`src/rtl/i2c_front_pkg.sv`:
```
package i2c_front_pkg;
  // register word indices
  localparam logic [3:0] W_QUEUE = 4'd0;
  localparam logic [3:0] W_STAT  = 4'd1;
  localparam logic [3:0] W_CTRL  = 4'd2;
  localparam logic [3:0] W_SCLLO = 4'd3;
  localparam logic [3:0] W_SCLHI = 4'd4;
  localparam logic [3:0] W_OWN   = 4'd5;
  localparam logic [3:0] W_RXLVL = 4'd6;
  localparam logic [3:0] W_TXLVL = 4'd7;
  localparam logic [3:0] W_RXCNT = 4'd8;
  localparam logic [3:0] W_TXCNT = 4'd9;

  // status bit positions
  localparam int S_DONE  = 0;
  localparam int S_ARB   = 1;
  localparam int S_NACK  = 2;
  localparam int S_NEED  = 3;
  localparam int S_ACT   = 5;
  localparam int S_SCL   = 6;
  localparam int S_SDA   = 7;
  localparam int S_RXFUL = 8;
  localparam int S_RXEMP = 9;
  localparam int S_TXFUL = 10;
  localparam int S_TXEMP = 11;

  // control layout
  localparam int N_IRQ   = 8;
  localparam int C_SRST  = 8;
endpackage

```
`src/rtl/i2c_front_fifo.sv`:
```
module i2c_front_fifo #(
  parameter int W     = 8,
  parameter int DEPTH = 4
) (
  input  logic                       clk,
  input  logic                       rst_n,
  input  logic                       flush,
  input  logic                       push,
  input  logic [W-1:0]               din,
  input  logic                       pop,
  output logic [W-1:0]               dout,
  output logic                       full,
  output logic                       empty,
  output logic [$clog2(DEPTH+1)-1:0] level
);
  localparam int AW = $clog2(DEPTH);
  localparam int LW = $clog2(DEPTH+1);

  logic [W-1:0]  mem [DEPTH];
  logic [AW-1:0] wr_ptr, rd_ptr;
  logic [LW-1:0] cnt;
  logic          push_ok, pop_ok;

  assign full    = (cnt == LW'(DEPTH));
  assign empty   = (cnt == '0);
  assign push_ok = push && !full;
  assign pop_ok  = pop && !empty;
  assign dout    = mem[rd_ptr];
  assign level   = cnt;

  function automatic logic [AW-1:0] nxt(input logic [AW-1:0] p);
    return (p == AW'(DEPTH-1)) ? '0 : p + 1'b1;
  endfunction

  always_ff @(posedge clk) begin
    if (push_ok && !flush) mem[wr_ptr] <= din;
  end

  always_ff @(posedge clk or negedge rst_n) begin
    if (!rst_n) begin
      wr_ptr <= '0;
      rd_ptr <= '0;
      cnt    <= '0;
    end else if (flush) begin
      wr_ptr <= '0;
      rd_ptr <= '0;
      cnt    <= '0;
    end else begin
      if (push_ok) wr_ptr <= nxt(wr_ptr);
      if (pop_ok)  rd_ptr <= nxt(rd_ptr);
      case ({push_ok, pop_ok})
        2'b10:   cnt <= cnt + 1'b1;
        2'b01:   cnt <= cnt - 1'b1;
        default: cnt <= cnt;
      endcase
    end
  end

  assert_level_bound_R3: assert property (@(posedge clk) disable iff (!rst_n)
    cnt <= LW'(DEPTH));
  assert_full_holds_R3: assert property (@(posedge clk) disable iff (!rst_n)
    (full && push && !pop && !flush) |=> full);
  assert_flush_empties_R7: assert property (@(posedge clk) disable iff (!rst_n)
    flush |=> empty);
endmodule

```
`src/rtl/i2c_front_rstseq.sv`:
```
module i2c_front_rstseq #(
  parameter int CYCLES = 8
) (
  input  logic clk,
  input  logic rst_n,
  input  logic start,
  output logic busy
);
  localparam int CW = $clog2(CYCLES+1);
  logic [CW-1:0] left;

  always_ff @(posedge clk or negedge rst_n) begin
    if (!rst_n) begin
      busy <= 1'b0;
      left <= '0;
    end else if (!busy) begin
      if (start) begin
        busy <= 1'b1;
        left <= CW'(CYCLES-1);
      end
    end else if (left == '0) begin
      busy <= 1'b0;
    end else begin
      left <= left - 1'b1;
    end
  end

  assert_no_spontaneous_R7: assert property (@(posedge clk) disable iff (!rst_n)
    (!busy && !start) |=> !busy);
  assert_start_takes_R7: assert property (@(posedge clk) disable iff (!rst_n)
    (!busy && start) |=> busy);
endmodule

```
`src/rtl/i2c_front_irq.sv`:
```
module i2c_front_irq #(
  parameter int N = 8
) (
  input  logic [N-1:0] cond,
  input  logic [N-1:0] en,
  output logic         irq
);
  logic [N-1:0] hit;
  for (genvar i = 0; i < N; i++) begin : g_mask
    assign hit[i] = cond[i] & en[i];
  end
  assign irq = |hit;
endmodule

```
`src/rtl/i2c_mmio_front.sv`:
```
module i2c_mmio_front
  import i2c_front_pkg::*;
#(
  parameter int DEPTH      = 4,
  parameter int CMD_W      = 10,
  parameter int DATA_W     = 8,
  parameter int DIV_W      = 10,
  parameter int OWN_W      = 7,
  parameter int CNT_W      = 16,
  parameter int RST_CYCLES = 8
) (
  input  logic              clk,
  input  logic              rst_n,
  input  logic              bus_req,
  input  logic              bus_we,
  input  logic [3:0]        bus_waddr,
  input  logic [31:0]       bus_wdata,
  output logic              bus_rvalid,
  output logic [31:0]       bus_rdata,
  output logic              cmd_valid,
  input  logic              cmd_ready,
  output logic [CMD_W-1:0]  cmd_data,
  input  logic              rx_valid,
  output logic              rx_ready,
  input  logic [DATA_W-1:0] rx_data,
  input  logic              eng_done,
  input  logic              eng_arb_lost,
  input  logic              eng_nack,
  input  logic              eng_need_data,
  input  logic              eng_active,
  input  logic              scl_in,
  input  logic              sda_in,
  output logic [DIV_W-1:0]  scl_lo_div,
  output logic [DIV_W-1:0]  scl_hi_div,
  output logic [OWN_W-1:0]  own_addr,
  output logic              soft_rst,
  output logic              irq
);
  localparam int LW = $clog2(DEPTH+1);

  logic wr_hit, rd_hit;
  logic w_queue, w_stat, w_ctrl, r_queue;
  logic rst_start, rst_busy, flush;
  logic tx_full, tx_empty, rx_full, rx_empty;
  logic [LW-1:0] tx_lvl, rx_lvl;
  logic [DATA_W-1:0] rx_head;
  logic tx_pop, rx_push;
  logic done_q, arb_q;
  logic [N_IRQ-1:0] ctrl_en, irq_cond;
  logic [DIV_W-1:0] lo_q, hi_q;
  logic [OWN_W-1:0] own_q;
  logic [CNT_W-1:0] rxcnt_q, txcnt_q;
  logic [31:0] stat_w, rd_mux;
  logic unused_wbits;

  assign unused_wbits = ^bus_wdata[31:C_SRST+1];

  assign wr_hit  = bus_req && bus_we;
  assign rd_hit  = bus_req && !bus_we;
  assign w_queue = wr_hit && (bus_waddr == W_QUEUE);
  assign w_stat  = wr_hit && (bus_waddr == W_STAT);
  assign w_ctrl  = wr_hit && (bus_waddr == W_CTRL);
  assign r_queue = rd_hit && (bus_waddr == W_QUEUE);

  // soft reset sequencer
  assign rst_start = w_ctrl && bus_wdata[C_SRST];
  assign flush     = rst_start || rst_busy;
  assign soft_rst  = rst_busy;

  i2c_front_rstseq #(.CYCLES(RST_CYCLES)) i_rstseq (
    .clk(clk), .rst_n(rst_n), .start(rst_start), .busy(rst_busy)
  );

  // transmit queue and command stream
  assign cmd_valid = !tx_empty && !rst_busy;
  assign tx_pop    = cmd_valid && cmd_ready;

  i2c_front_fifo #(.W(CMD_W), .DEPTH(DEPTH)) i_txq (
    .clk(clk), .rst_n(rst_n), .flush(flush),
    .push(w_queue), .din(bus_wdata[CMD_W-1:0]),
    .pop(tx_pop), .dout(cmd_data),
    .full(tx_full), .empty(tx_empty), .level(tx_lvl)
  );

  // receive queue and byte stream
  assign rx_ready = !rx_full && !rst_busy;
  assign rx_push  = rx_valid && rx_ready;

  i2c_front_fifo #(.W(DATA_W), .DEPTH(DEPTH)) i_rxq (
    .clk(clk), .rst_n(rst_n), .flush(flush),
    .push(rx_push), .din(rx_data),
    .pop(r_queue), .dout(rx_head),
    .full(rx_full), .empty(rx_empty), .level(rx_lvl)
  );

  // sticky event flags, write-one-to-clear, set wins
  always_ff @(posedge clk or negedge rst_n) begin
    if (!rst_n) begin
      done_q <= 1'b0;
      arb_q  <= 1'b0;
    end else begin
      if (eng_done)                              done_q <= 1'b1;
      else if (w_stat && bus_wdata[S_DONE])      done_q <= 1'b0;
      if (eng_arb_lost)                          arb_q  <= 1'b1;
      else if (w_stat && bus_wdata[S_ARB])       arb_q  <= 1'b0;
    end
  end

  // configuration registers
  always_ff @(posedge clk or negedge rst_n) begin
    if (!rst_n) begin
      ctrl_en <= '0;
      lo_q    <= '0;
      hi_q    <= '0;
      own_q   <= '0;
    end else if (wr_hit) begin
      case (bus_waddr)
        W_CTRL:  ctrl_en <= bus_wdata[N_IRQ-1:0];
        W_SCLLO: lo_q    <= bus_wdata[DIV_W-1:0];
        W_SCLHI: hi_q    <= bus_wdata[DIV_W-1:0];
        W_OWN:   own_q   <= bus_wdata[OWN_W-1:0];
        default: ;
      endcase
    end
  end

  assign scl_lo_div = lo_q;
  assign scl_hi_div = hi_q;
  assign own_addr   = own_q;

  // byte counters
  always_ff @(posedge clk or negedge rst_n) begin
    if (!rst_n) begin
      rxcnt_q <= '0;
      txcnt_q <= '0;
    end else if (flush) begin
      rxcnt_q <= '0;
      txcnt_q <= '0;
    end else begin
      if (rx_push) rxcnt_q <= rxcnt_q + 1'b1;
      if (tx_pop)  txcnt_q <= txcnt_q + 1'b1;
    end
  end

  // status word
  always_comb begin
    stat_w          = '0;
    stat_w[S_DONE]  = done_q;
    stat_w[S_ARB]   = arb_q;
    stat_w[S_NACK]  = eng_nack;
    stat_w[S_NEED]  = eng_need_data;
    stat_w[S_ACT]   = eng_active;
    stat_w[S_SCL]   = scl_in;
    stat_w[S_SDA]   = sda_in;
    stat_w[S_RXFUL] = rx_full;
    stat_w[S_RXEMP] = rx_empty;
    stat_w[S_TXFUL] = tx_full;
    stat_w[S_TXEMP] = tx_empty;
  end

  // interrupt combiner
  assign irq_cond = {tx_full, !rx_empty, rx_full, 1'b0,
                     eng_need_data, eng_nack, arb_q, done_q};

  i2c_front_irq #(.N(N_IRQ)) i_irq (
    .cond(irq_cond), .en(ctrl_en), .irq(irq)
  );

  // read path
  always_comb begin
    case (bus_waddr)
      W_QUEUE: rd_mux = rx_empty ? '0 : 32'(rx_head);
      W_STAT:  rd_mux = stat_w;
      W_CTRL:  rd_mux = 32'({rst_busy, ctrl_en});
      W_SCLLO: rd_mux = 32'(lo_q);
      W_SCLHI: rd_mux = 32'(hi_q);
      W_OWN:   rd_mux = 32'(own_q);
      W_RXLVL: rd_mux = 32'(rx_lvl);
      W_TXLVL: rd_mux = 32'(tx_lvl);
      W_RXCNT: rd_mux = 32'(rxcnt_q);
      W_TXCNT: rd_mux = 32'(txcnt_q);
      default: rd_mux = '0;
    endcase
  end

  always_ff @(posedge clk or negedge rst_n) begin
    if (!rst_n) begin
      bus_rvalid <= 1'b0;
      bus_rdata  <= '0;
    end else begin
      bus_rvalid <= rd_hit;
      if (rd_hit) bus_rdata <= rd_mux;
    end
  end

  assert_cmd_hold_R1: assert property (@(posedge clk) disable iff (!rst_n)
    (cmd_valid && !cmd_ready && !rst_start) |=> (cmd_valid && $stable(cmd_data)));
  assert_empty_read_zero_R2: assert property (@(posedge clk) disable iff (!rst_n)
    (r_queue && rx_empty) |=> (bus_rdata == '0));
  assert_done_sticky_R5: assert property (@(posedge clk) disable iff (!rst_n)
    (done_q && !(w_stat && bus_wdata[S_DONE])) |=> done_q);
  assert_done_w1c_R5: assert property (@(posedge clk) disable iff (!rst_n)
    (w_stat && bus_wdata[S_DONE] && !eng_done) |=> !done_q);
  assert_irq_masked_R6: assert property (@(posedge clk) disable iff (!rst_n)
    (ctrl_en == '0) |-> !irq);
  assert_rvalid_follows_R11: assert property (@(posedge clk) disable iff (!rst_n)
    rd_hit |=> bus_rvalid);
endmodule

```
`config.mk`:
```
export PLATFORM = sky130hd
export DESIGN_NAME = i2c_mmio_front
export DESIGN_NICKNAME = d
export VERILOG_FILES = /design/src/rtl/i2c_front_pkg.sv /design/src/rtl/i2c_front_fifo.sv /design/src/rtl/i2c_front_rstseq.sv /design/src/rtl/i2c_front_irq.sv /design/src/rtl/i2c_mmio_front.sv
export SDC_FILE = /design/constraint.sdc
export NUM_CORES = 1
export LEC_CHECK = 0
export ABC_AREA = 1
export BUFFER_PORTS_ARGS = -buffer_cell sky130_fd_sc_hd__buf_2
export CAP_MARGIN = 20
export CORE_ASPECT_RATIO = 1.4
export CORE_MARGIN = 1.5
export CORE_UTILIZATION = 57
export CTS_CLUSTER_DIAMETER = 150
export DETAILED_ROUTE_END_ITERATION = 16
export GPL_TIMING_DRIVEN = 0
export PLACE_DENSITY = 0.78
export SYNTH_ARGS = -nofsm -noshare
export SYNTH_HDL_FRONTEND = slang
export SYNTH_SLANG_ARGS = --single-unit
export TNS_END_PERCENT = 10
```
`constraint.sdc`:
```
create_clock -name clk -period 2.63 [get_ports clk]
set_input_delay 0.263 -clock clk [delete_from_list [all_inputs] [get_ports clk]]
set_output_delay 0.263 -clock clk [all_outputs]
set_load 0.1 [all_outputs]
```
; Word-level counts from Yosys, hierarchy flattened
; Memory sizes are Yosys's and may differ from the RTL's.
; Cells that the tools add are included.
[word_totals]
input_bits = 57
latchBits = 0
elab_cells = 142
ramBits = 72
out_inout_bits = 74
romBits = 0
mem_count = 2
ff_bits = 121
[op_classes]
addsub = 11
magnitude_cmp = 0
bitwise = 7
n_mux = 36
n_shift = 0
eq_ne = 20
reduce_logical = 48
n_div = 0
mul = 0
[mem_list]
columns = memory, words, width, rd, rd_ports_with_merged_regs, write_ports, line
row1 = i_txq.mem, 4, 10, 1, 0, 1, i2c_front_fifo.sv:19  ; logic [W-1:0] mem [DEPTH];
row2 = i_rxq.mem, 4, 8, 1, 0, 1, i2c_front_fifo.sv:19
[op_table]
columns = cell, n
row1 = case mux 16 bit (10 select lines), 1
row2 = 2-to-1 mux 16 bit, 4
row3 = adder 16 x 1 -> 16 bit (second input constant), 2
row4 = 2-to-1 mux 2 bit, 12
row5 = logical AND 1 bit, 19
row6 = nonzero test 2 bit, 9
row7 = equality test 4 x 3 -> 1 bit (second input constant), 4
row8 = equality test 2 bit (second input constant), 6
row9 = 2-to-1 mux 4 bit, 3
row10 = case mux 3 bit (2 select lines), 2
row11 = 2-to-1 mux 1 bit, 11
row12 = AND reduction 2 bit, 5
row13 = adder 2 x 1 -> 2 bit (second input constant), 4
row14 = equality test 4 x 2 -> 1 bit (second input constant), 2
row15 = equality test 4 bit (second input constant), 2
row16 = zero test 4 bit, 2
row17 = 2-to-1 mux 8 bit, 1
row18 = AND 1 bit, 7
row19 = zero test 1 bit, 7
row20 = OR reduction 7 bit, 1
row21 = adder 3 x 1 -> 3 bit (second input constant), 2
row22 = equality test 3 bit (second input constant), 2
row23 = zero test 3 bit, 2
row24 = 2-to-1 mux 3 bit, 2
row25 = 7 further kinds, 10

; Depth between registers and ports, before layout
; Gate-level depths: netlist of run 1.
[logic_depth]
depth_word = 8
ltp_mapped = 13
ltp_nobuf = 13

; By module
; From an unflattened synthesis of run 1, not the netlist that was laid out.
[hier_totals]
cells_unflattened = 1018
area_unflattened_um2 = 8788.4
[modules_own_cells]
columns = mod, n_inst, cells_per_inst, area_each_um2, seq_area_each_um2
row1 = i2c_mmio_front, 1, 658, 4785.8, 2152.1
row2 = i2c_front_fifo at i_txq, 1, 165, 2001.9, 1376.3
row3 = i2c_front_fifo at i_rxq, 1, 143, 1661.6, 1136.1
row4 = i2c_front_rstseq, 1, 37, 282.8, 125.1
row5 = i2c_front_irq, 1, 15, 56.3, 0.0

; Worst setup path after synthesis of run 1
; No wires, ideal clock.
[synth_path]
path_type = register to output
startpoint = reg i_txq.rd_ptr[0]
endpoint = out cmd_data[0]
arrival_ps = 2274
n_path_buf = 1
setup_slack_ps = 93
t_required_ps = 2367
path_stages_with_launch = 5
path_cell_list = dfrtp_1 -> inv_1 -> clkbuf_1 -> o21ai_0 -> o22ai_1
[synth_between]
elab_chain_cells = 1
[synth_lines]
columns = item, line
row1 = from (decl), i2c_front_fifo.sv:20  ; logic [AW-1:0] wr_ptr, rd_ptr;
row2 = from (signal assigned), i2c_front_fifo.sv:50  ; if (pop_ok) rd_ptr <= nxt(rd_ptr);
row3 = memory read (4 x 10 bit), n/a
row4 = to (decl), i2c_mmio_front.sv:22  ; output logic [CMD_W-1:0] cmd_data,
; No other way between the ends.

; Worst setup path after layout of run 1
[layout_path]
startpoint = reg i_txq.cnt[0], in the netlist i_txq.level[0]
endpoint = mem i_txq.mem[2][3] in the netlist's numbering (enable)
[layout_between]
elab_chain_cells = 6
[layout_lines]
columns = item, line
row1 = from (decl), i2c_front_fifo.sv:21  ; logic [LW-1:0] cnt;
row2 = from (signal assigned), i2c_front_fifo.sv:52  ; 2'b10: cnt <= cnt + 1'b1;
row3 = from (signal assigned), i2c_front_fifo.sv:53  ; 2'b01: cnt <= cnt - 1'b1;
row4 = from (signal assigned), i2c_front_fifo.sv:54  ; default: cnt <= cnt;
row5 = equality test 3 bit, i2c_front_fifo.sv:24  ; assign full = (cnt == LW'(DEPTH));
row6 = zero test 1 bit, i2c_front_fifo.sv:26  ; assign push_ok = push && !full;
row7 = logical AND 1 bit, i2c_front_fifo.sv:26
row8 = logical AND 1 bit, i2c_front_fifo.sv:36  ; if (push_ok && !flush) mem[wr_ptr] <= din;
row9 = 2-to-1 mux 1 bit, i2c_front_fifo.sv:36
row10 = 2-to-1 mux 1 bit (not written as such), i2c_front_fifo.sv:36
row11 = to (decl), i2c_front_fifo.sv:19
; No other way between the ends.

==> run metrics, run 1 <==
outcome=complete, no violations; CP Cell Sequence=inv_1, nand3_1, nand4_1, nor2_1, inv_2, nor2_1; total of max-cap violations=0; Unique masters post-synth=36; worst rel slew slack=41.0%; Fillers=1245; Detail Route Antenna Nets=0; Cells after Synth=1031; Worst-path clk slew=0.07 ns; worst hold path stage count=2; total number of vias=7486; Post-Syn Area=8760 um^2; hold_ws=0.00152 ns; CP required=2.69 ns; port bufs=92; H-tree lvl count=4; num ports=131; pin count of the biggest net entering global routing=54; DRC errors left=0; Yosys reg bits=177; leakage power=0.00487 uW; gpl congestion=0.972; share of cells above drive strength 1=16.1%; Worst path slowest cell=nor2_1; initial antenna violation count=0; Routed wire per std cell=16.1 um; Final Critical Period=2.56 ns; Hold Crit Class=input pin to flop; Slew Limit Fails=0; CP startpoint kind=flop; Overall Global Routing Usage=28.4%; area of placed instances=9550 um^2; leading cell type in the layout, fill and taps excluded=nand2_1; final WL=22.0 mm; Layout area overhead=15.7%; nets=1232; Finish-stage setup viols=0; Avg Inst Size Synth=8.50 um^2; Setup CP Type=flop to flop; initial core utilization=58.2%; worst vdd ir=0.000936 V; pwr/cell area=1000 nW/um^2; worst-skew pair later-pin latency=0.44 ns; 1st-iter DRT viols=513; global-route wire length before repair=34.7 mm; Max clock buf depth=2; GRT overflow=0; Die H=150 um; most frequent cells in the layout=276 x nand2_1, 120 x nor2_1, 105 x dfrtp_1, 103 x buf_2, 92 x inv_1; CTS tree=yes; Hold Vio Cnt, Final=0; CP delay by family, top=simple AND/OR/NAND/NOR gates; drt pass-1 iters=6; period utilization=97.2%; CP max stage delay=0.68 ns; largest fanout on the critical path=10; WP buf/inv=2; sequential fraction of the synthesis area=54.7%; clk sinks=177; core area=15100 um^2; DP HPWL=16.4 mm; vias in the first global route=7040; Fmax=391 MHz; reg2reg path depth=6; Syn. warnings=0; drt via density=5.49; row cnt=53; number of cells on the critical path=6; final design area excluding fillers=10100 um^2; Chip Width=108 um; CTS buffer count=17; Diodes inserted=0; clk root buf=clkbuf_16; CP most frequent cell=nor2_1; crit end category=flop; RSZ-0062 raised after global routing=yes; clock skew=0.0161 ns; die area=16100 um^2; worst slew pin tran=0.881 ns; CP arrival=2.61 ns
sequential cells by signal (all words and copies together), names as in the netlist, 2 cells and up:
name           count
scl_hi_div        10
i_rxq.rd_ptr       2
i_txq.wr_ptr       2
i_txq.rd_ptr       2
txcnt_q           16
i_rstseq.left      4
i_rxq.wr_ptr       2
rxcnt_q           16
bus_rdata         16
i_txq.level        3
ctrl_en            8
i_txq.mem         40
scl_lo_div        10
i_rxq.level        3
own_addr           7
i_rxq.mem         32
synthesized netlist by cell type:
cell       number  share of area [%]
a21oi_1        23                1.3
fa_1            2               0.46
edfxtp_1       72                 25
a211oi_1        2               0.17
nand3b_1        2               0.17
inv_2          14               0.60
o21bai_1        4               0.34
ha_1           14                2.0
clkinv_1        1              0.043
buf_2          12               0.69
nor3_1         12               0.69
buf_6           1               0.13
nor2_2          4               0.29
xor2_1          2               0.20
o2111ai_1       1               0.10
inv_1          92                3.9
o21ai_0        70                4.0
nand3_4         1               0.20
o22ai_1        13               0.93
nand3_1        84                4.8
xnor2_1         1               0.10
nand2_1       276                 12
a31oi_1         1              0.071
dfrtp_1       105                 30
nand2_2         1              0.071
nor2_1        123                5.3
nor2_4          5               0.64
o21ai_2         1               0.10
conb_1          1              0.043
o21ai_1        33                1.9
a22o_1          3               0.30
buf_4          20                1.7
a21o_1          2               0.17
nand3_2         3               0.34
clkbuf_1       15               0.64
nand4_1        15                1.1
area by class of cell:
class                      count  area, um^2  share of cell area, %
sequential                   177        4790                   47.3
clock buffer                  17         425                   4.20
clock inverter                15         144                   1.42
buffer                        48         278                   2.74
inverter                     107         402                   3.96
multi-input combinational    714        3350                   33.1
tap                          192         240                   2.37
timing repair buffer          94         500                   4.94
worst paths after layout:
check | slack (ns) | end | start
min in group asynchronous | 0.43 | i_txq.wr_ptr[0] | rst_n
min | 0.002 | done_q | eng_done
max reg2reg | 0.07 | i_txq.mem[2][3] | i_txq.level[0]
min reg2reg | 0.48 | bus_rdata[3] | bus_rdata[3]
max | 0.07 | i_txq.mem[2][3] | i_txq.level[0]
max in group asynchronous | 1.49 | rxcnt_q[2] | rst_n
timing repair:
item | in CTS | in global routing
setup buffers | 0 | 0
resized for setup | 0 | 3
hold buffers | 1 | 0
setup endpoints to repair | 0 | 27
hold endpoints to repair | 52 | 0
logic make-up (layout without fill, tap and decap cells):
group	after synthesis	in the layout	synth area share [%]
AND/OR/NAND/NOR	526	526	25.4
flip-flops	177	177	54.7
buffers and inverters	155	281	7.76
AO/OA/AOI/OAI	153	153	9.39
adder cells (fa/ha/maj)	16	16	2.46
XOR/XNOR	3	3	0.300
other	1	16	0.0428
stage by stage:
step | setup WS, ns | instances | utilization, % | power, uW | TNS [ns]
after detailed placement | 0.0384 | 1331 | 63.4 | 7720 | 0
after global routing | -0.0252 | 1364 | 67.3 | 10600 | -0.162
after floorplan | 0.0932 | 1046 | - | 6870 | 0
after global placement | 0.0932 | 1330 | 63.2 | 7630 | 0
final | 0.0727 | 1364 | 67.3 | 10100 | 0
after CTS | 0.0350 | 1364 | 67.3 | 10100 | 0
report_power, final:
| group | internal, uW | switching (uW) | leakage (uW) |
|---|---|---|---|
| Clock | 1260 | 1190 | 0.000274 |
| Sequential | 3310 | 361 | 0.00203 |
| Combinational | 824 | 3200 | 0.00257 |
metal layers:
metal	share of wire [%]	track usage [%]
met1	39	33.1
met2	51	50.4
met3	5.1	3.75
met4	4.4	15.7
met5	0	0
Note: power is estimated with default switching activity, not from simulation.
==> run 2: changes to the inputs <==
Settings changed: ABC_AREA 1 to default.
==> run 2 against run 1 <==
Compared with the run above:
- combinational power decreased by 7.9%
- cell count down 28%
- register-to-register slack improved by 0.26 ns
- sequential cell count stayed put
- largest power group is now registers
- highest routed layer unchanged
- first-iteration DRC count shrank 17%
- count of clock-buffer cells in the layout grew 5
- clock power grew 3%
- design area shrank 3.4%
- non-clock buffer count shrank 4
==> run metrics, run 2 <==
Post-synth ARST share=59.3% (unchanged); period utilization=90.0% (was 97.2%); H-tree lvl count=4 (unchanged); Post-Synth Simple-Gate Area=13.0% (was 25.4%); Synth top area share=31.2% (was 30.0%); Yosys reg bits=177 (unchanged); cts hold-fix bufs=1 (unchanged); DP HPWL=15.8 mm (was 16.4 mm); leading cell type in the layout, fill and taps excluded=buf_2 (was nand2_1); Chip Width=106 um (was 108 um); worst vdd ir=0.000613 V (was 0.000936 V); Reg2Reg Setup Slack=0.33 ns (was 0.07 ns); Unique masters post-synth=69 (was 36); area of placed instances=9200 um^2 (was 9550 um^2); sequential fraction of the synthesis area=56.9% (was 54.7%); port bufs=91 (was 92); Synth area leader=dfrtp_1 (unchanged); number of flip-flops in the largest register=40 (unchanged); leakage power=0.00420 uW (was 0.00487 uW); gpl congestion=0.975 (was 0.972); pwr/cell area=1020 nW/um^2 (was 1000 nW/um^2); final design area excluding fillers=9790 um^2 (was 10100 um^2); Hold Crit Class=input pin to flop (unchanged); CTS resizes=0 (unchanged); Worst-path clk slew=0.07 ns (about the same); drt via density=6.07 (was 5.49); M2 GR Usage=50.4% (about the same); setup bufs post-CTS=0 (unchanged); FF-to-FF Start=i_rxq.level[1] (was i_txq.level[0]); CP startpoint kind=flop (unchanged); core area=14400 um^2 (was 15100 um^2); initial core utilization=58.3% (was 58.2%); hold path startpoint=eng_done (unchanged); initial antenna violation count=0 (unchanged); Fillers=1093 (was 1245); clock skew=0.0104 ns (was 0.0161 ns); most frequent cell after synthesis=dfrtp_1 (was nand2_1); worst rel slew slack=52.3% (was 41.0%); Synth top cells by count=105 x dfrtp_1, 72 x edfxtp_1, 63 x nor2_1, 39 x mux2_2, 27 x nand2_1 (was 276 x nand2_1, 123 x nor2_1, 105 x dfrtp_1, 92 x inv_1, 84 x nand3_1); Setup CP Type=flop to output port (was flop to flop); crit end category=output port (was flop); Worst path slowest cell=mux4_2 (was nor2_1); CP delay by family, top=buffers and inverters (was simple AND/OR/NAND/NOR gates); largest family of logic cells by synthesized area=simple AND/OR/NAND/NOR gates (unchanged); total number of vias=5967 (was 7486); most frequent cells in the layout=106 x buf_2, 105 x dfrtp_1, 72 x edfxtp_1, 63 x nor2_1, 39 x mux2_2 (was 276 x nand2_1, 120 x nor2_1, 105 x dfrtp_1, 103 x buf_2, 92 x inv_1); Overall Global Routing Usage=28.6% (was 28.4%); drt pass-1 iters=5 (was 6); reg2reg path depth=7 (was 6); pin count of the biggest net entering global routing=58 (was 54); CP Cell Sequence=buf_2, mux4_2, buf_2 (was inv_1, nand3_1, nand4_1, nor2_1, inv_2, nor2_1); CP max stage delay=0.56 ns (was 0.68 ns); Adder-Cell Fraction of Synth Area=2.56% (was 2.46%); Avg Inst Size Synth=12.9 um^2 (was 8.50 um^2); Die H=147 um (was 150 um); Diodes inserted=0 (unchanged); clk root buf=clkbuf_16 (unchanged); DRC errors left=0 (unchanged); FF-to-FF End=i_rxq.level[2] (was i_txq.mem[2][3]); final WL=21.2 mm (was 22.0 mm); CTS buffer count=17 (unchanged); Final Critical Period=2.37 ns (was 2.56 ns); CP most frequent cell=buf_2 (was nor2_1); Max clock buf depth=2 (unchanged); nets=854 (was 1232); mux contribution to synthesized area=12.0% (was 0%); RSZ-0062 raised after global routing=no (was yes); met3 GRT Util=4.04% (was 3.75%); Post-Synth XOR/XNOR Area=3.42% (was 0.300%); num ports=131 (unchanged); die area=15500 um^2 (was 16100 um^2); vias in the first global route=6063 (was 7040); worst slew pin tran=0.698 ns (was 0.881 ns); number of synthesized flops with an enable pin=72 (unchanged); row cnt=52 (was 53); top cells by area, synth=dfrtp_1 31%, edfxtp_1 26%, mux2_2 5.2% (was dfrtp_1 30%, edfxtp_1 25%, nand2_1 12%); Pwr Total=9950 uW (was 10100 uW); Hold Vio Cnt, Final=0 (unchanged); Finish-stage setup viols=0 (unchanged); Largest regs=i_txq.mem: 40 flops, i_rxq.mem: 32 flops (unchanged); outcome=complete, no violations (unchanged); Syn. warnings=0 (unchanged); clk sinks=177 (unchanged); CP arrival=2.10 ns (was 2.61 ns); Fmax=422 MHz (was 391 MHz); 1st-iter DRT viols=424 (was 513); Post-Syn Area=8420 um^2 (was 8760 um^2); Layout area overhead=16.3% (was 15.7%); total of max-cap violations=0 (unchanged); worst-skew pair later-pin latency=0.43 ns (was 0.44 ns); complex-gate fraction of the synthesized area=7.98% (was 9.39%); setup TNS=0 ns (unchanged); global-route wire length before repair=33.4 mm (was 34.7 mm); CP required=2.37 ns (was 2.69 ns); largest fanout on the critical path=10 (unchanged); Reg with most FFs=i_txq.mem (unchanged); Routed wire per std cell=21.6 um (was 16.1 um); Cells after Synth=654 (was 1031); share of cells above drive strength 1=29.6% (was 16.1%); Detail Route Antenna Nets=0 (unchanged); WP buf/inv=2 (unchanged); worst hold endpoint=done_q (unchanged); CTS tree=yes (unchanged); met1 Use GR=34.7% (was 33.1%); GRT busiest layer=met2 (unchanged); dominant synthesized flop cell=dfrtp_1 (unchanged); worst hold path stage count=2 (unchanged); GRT overflow=0 (unchanged); Slew Limit Fails=0 (unchanged)
## run 2: cell types whose count changed in the layout (fill, tap and decap cells not counted), sizes merged, moves of 21 or more
cell,delta
inv,-94
nand2,-250
a22oi,+21
mux2,+40
nor2,-67
o21ai,-79
nand3,-73
## run 2: final cells by class
cell class	count	area, um^2	area share [%]
Buffer	45	288	2.94
Clock buffer	22	485	4.96
Clock inverter	10	100	1.02
Inverter	16	60.1	0.613
Multi-Input combinational cell	431	3340	34.1
Sequential cell	177	4790	48.9
Tap cell	189	236	2.42
Timing Repair Buffer	93	495	5.06
## run 2: worst max path at each step
| stage | from | to | slack, ns | cells after the start |
|---|---|---|---|---|
| final | i_txq.rd_ptr[0] | cmd_data[2] | 0.26 | 3 |
| after global routing | i_rxq.level[1] | i_rxq.level[2] | 0.16 | 7 |
| after CTS | i_txq.rd_ptr[0] | cmd_data[2] | 0.24 | 3 |
| after detailed placement | i_rxq.level[0] | i_rxq.level[2] | 0.36 | 7 |
| after global placement | rst_n | txcnt_q[1] | 0.19 | 1 |
| after floorplan | i_rstseq.busy | i_txq.level[2] | 0.01 | 7 |
## run 2: worst reg2reg max path, delay by kind of cell (launching register included)
family | cells | cell delay [ns]
adder cells (fa/ha/maj) | 1 | 0.39
flip-flops | 1 | 0.49
AO/OA/AOI/OAI | 1 | 0.18
AND/OR/NAND/NOR | 5 | 1.16
## run 2: through the flow
stage               utilization (%)  hold WS [ns]  setup slack, ns  std cells
floorplan                         -       -0.0326           0.0149        669
global placement               63.5         0.440            0.192        949
detailed placement             63.7         0.330            0.362        950
CTS                            67.8       0.00561            0.237        983
global route                   67.8        0.0125            0.162        983
finish                         67.8        0.0145            0.263        983
## run 2: logic make-up (layout without fill, tap and decap cells)
kind of cell	after synthesis	in the layout
buffers and inverters	61	186
adder cells (fa/ha/maj)	16	16
flip-flops	177	177
multiplexers	73	73
other	1	16
AND/OR/NAND/NOR	197	197
XOR/XNOR	32	32
AO/OA/AOI/OAI	97	97
## run 2: layer usage
layer / part of all wire, % / vias up / wire [um]
li1: - / 2638 / -
met1: 38 / 3041 / 8070
met2: 54 / 244 / 11400
met3: 4.9 / 44 / 1040
met4: 3.6 / 0 / 755
met5: 0 / - / 0
## run 2: power breakdown
group / total [uW] / internal [uW] / switching [uW]
sequential: 3720 / 3290 / 433
clock: 2520 / 1430 / 1100
combinational: 3710 / 975 / 2730
==> run 3: changes to the inputs <==
Settings changed: GPL_TIMING_DRIVEN 0 to default, RECOVER_POWER from default to 25.
==> run 3 against run 2 <==
Compared with the run above:
- worst setup slack worse by 0.0025 ns
- sequential power rose by 2%
- design area is 2.3% lower
- power shrank 1.4%
- combinational power down 5%
- core utilization decreased by 1.5 points
- global-route usage down 1.9 points
- critical path type unchanged
==> run metrics, run 3 (synthesized netlist as in run 2, its figures left out) <==
Layout area overhead=13.7% (was 16.3%); H-tree lvl count=4 (unchanged); Die H=147 um (unchanged); most frequent cells in the layout=105 x dfrtp_1, 72 x edfxtp_1, 72 x buf_2, 63 x nor2_1, 39 x mux2_2 (was 106 x buf_2, 105 x dfrtp_1, 72 x edfxtp_1, 63 x nor2_1, 39 x mux2_2); reg2reg path depth=6 (was 7); multi-input logic area=3340 um^2 (unchanged); CTS buffer count=17 (unchanged); clock share of power=25.4% (was 25.3%); final WL=20.1 mm (was 21.2 mm); num ports=131 (unchanged); Finish-stage setup viols=0 (unchanged); cts hold-fix bufs=1 (unchanged); Final Critical Period=2.37 ns (about the same); Chip Width=106 um (unchanged); Pwr Total=9810 uW (was 9950 uW); setup bufs post-CTS=0 (unchanged); fin util=66.3% (was 67.8%); CP required=2.37 ns (about the same); Largest regs=i_txq.mem: 40 flops, i_rxq.mem: 32 flops (unchanged); drt pass-1 iters=5 (unchanged); met2 WL post-DR=10.5 mm (was 11.4 mm); RSZ-0062 raised after global routing=no (unchanged); switching pwr=4170 uW (was 4260 uW); Max clock buf depth=2 (unchanged); CP max stage delay=0.77 ns (was 0.56 ns); setup TNS=0 ns (unchanged); Routed met1 length=7.61 mm (was 8.07 mm); CP delay by family, top=flip-flops (was buffers and inverters); Logic pwr share=36.0% (was 37.3%); leading cell type in the layout, fill and taps excluded=dfrtp_1 (was buf_2); share of cells above drive strength 1=25.2% (was 29.6%); WP buf/inv=1 (was 2); met3 WL=1.09 mm (was 1.04 mm); FF/Latch Area=4790 um^2 (unchanged); total of max-cap violations=0 (unchanged); gpl congestion=0.900 (was 0.975); Hold Crit Class=input pin to flop (unchanged); DRC errors left=0 (unchanged); leakage power=0.00400 uW (was 0.00420 uW); final design area excluding fillers=9570 um^2 (was 9790 um^2); CP startpoint=i_txq.rd_ptr[0] (unchanged); clk root buf=clkbuf_16 (unchanged); FF-to-FF End=i_txq.level[2] (was i_rxq.level[2]); Fillers=1091 (was 1093); hold path startpoint=eng_done (unchanged); 1st-iter DRT viols=310 (was 424); Diodes inserted=0 (unchanged); port bufs=92 (was 91); core area=14400 um^2 (unchanged); Overall Global Routing Usage=26.7% (was 28.6%); clock skew=0.00688 ns (was 0.0104 ns); area of placed instances=9000 um^2 (was 9200 um^2); CTS resizes=0 (unchanged); Setup CP Type=flop to output port (unchanged); sequential share of power=38.6% (was 37.4%); pin count of the biggest net entering global routing=46 (was 58); clk sinks=177 (unchanged); die area=15500 um^2 (unchanged); CP Cell Sequence=mux4_2, buf_2 (was buf_2, mux4_2, buf_2); P_int=5640 uW (was 5690 uW); period utilization=90.1% (was 90.0%); Detail Route Antenna Nets=0 (unchanged); Reg with most FFs=i_txq.mem (unchanged); crit end category=output port (unchanged); initial antenna violation count=0 (unchanged); uppermost layer routed=met4 (unchanged); global-route wire length before repair=31.3 mm (was 33.4 mm); vias in the first global route=5929 (was 6063); Slew Limit Fails=0 (unchanged); Fmax=422 MHz (about the same); DP HPWL=14.5 mm (was 15.8 mm); Worst path slowest cell=dfrtp_1 (was mux4_2); number of flip-flops in the largest register=40 (unchanged); largest fanout on the critical path=11 (was 10); FF-to-FF Start=i_txq.level[1] (was i_rxq.level[1]); sw frac=42.5% (was 42.8%); CP arrival=2.11 ns (was 2.10 ns); total number of vias=5747 (was 5967); worst rel slew slack=23.8% (was 52.3%); drt via density=6.04 (was 6.07); worst vdd ir=0.000719 V (was 0.000613 V); GRT overflow=0 (unchanged); initial core utilization=58.3% (unchanged); Worst-path clk slew=0.07 ns (about the same); worst slew pin tran=1.14 ns (was 0.698 ns); nets=823 (was 854); worst-skew pair later-pin latency=0.42 ns (was 0.43 ns); row cnt=52 (unchanged); Routed wire per std cell=21.1 um (was 21.6 um); outcome=complete, no violations (unchanged); CTS tree=yes (unchanged); worst hold path stage count=2 (unchanged); CP startpoint kind=flop (unchanged); worst hold endpoint=done_q (unchanged); pwr/cell area=1020 nW/um^2 (about the same); Reg2Reg Setup Slack=0.51 ns (was 0.33 ns); Hold Vio Cnt, Final=0 (unchanged)
[run 3: cell types whose count changed in the layout (fill, tap and decap cells not counted), sizes merged]
cell,previous run,this run
bufinv,1,2
inv,20,21
clkbuf,30,39
buf,129,86
clkinvlp,1,2
[run 3: metal layers]
layer / vias to the layer above / GRT usage [%]
li1: 2578 / -
met1: 2897 / 31.5
met2: 222 / 47.3
met3: 50 / 4.61
met4: 0 / 12.4
met5: - / 0
[run 3: worst max path at each step]
stage	to	depth (start not counted)
after floorplan	i_txq.level[2]	7
after global placement	rxcnt_q[0]	7
after detailed placement	rxcnt_q[0]	7
after CTS	cmd_data[6]	2
after global routing	cmd_data[6]	2
final	cmd_data[6]	2
[run 3: cell type report]
class / instances / area share (%)
flip-flops and latches: 177 / 50.0
multi-input cells: 431 / 34.9
repair buffers: 107 / 5.90
clock buffers: 19 / 4.52
well taps: 189 / 2.47
clock inverters: 13 / 1.57
inverters: 16 / 0.628
[run 3: power by group through the flow]
stage	clock network, uW	logic (uW)	registers, uW
after detailed placement	0	3530	3830
after CTS	2520	3550	3780
after floorplan	0	2240	4400
after global placement	0	3430	3790
final	2490	3540	3780
after global routing	2630	3720	3830
[run 3: per-stage QoR]
step | hold slack (ns) | std cells | setup slack (ns)
2_1_floorplan | -0.0326 | 669 | 0.0149
3_3_place_gp | 0.291 | 919 | 0.463
3_5_place_dp | 0.296 | 919 | 0.396
4_1_cts | 0.00111 | 952 | 0.182
5_1_grt | 0.0178 | 952 | 0.144
6_report | 0.0144 | 952 | 0.260
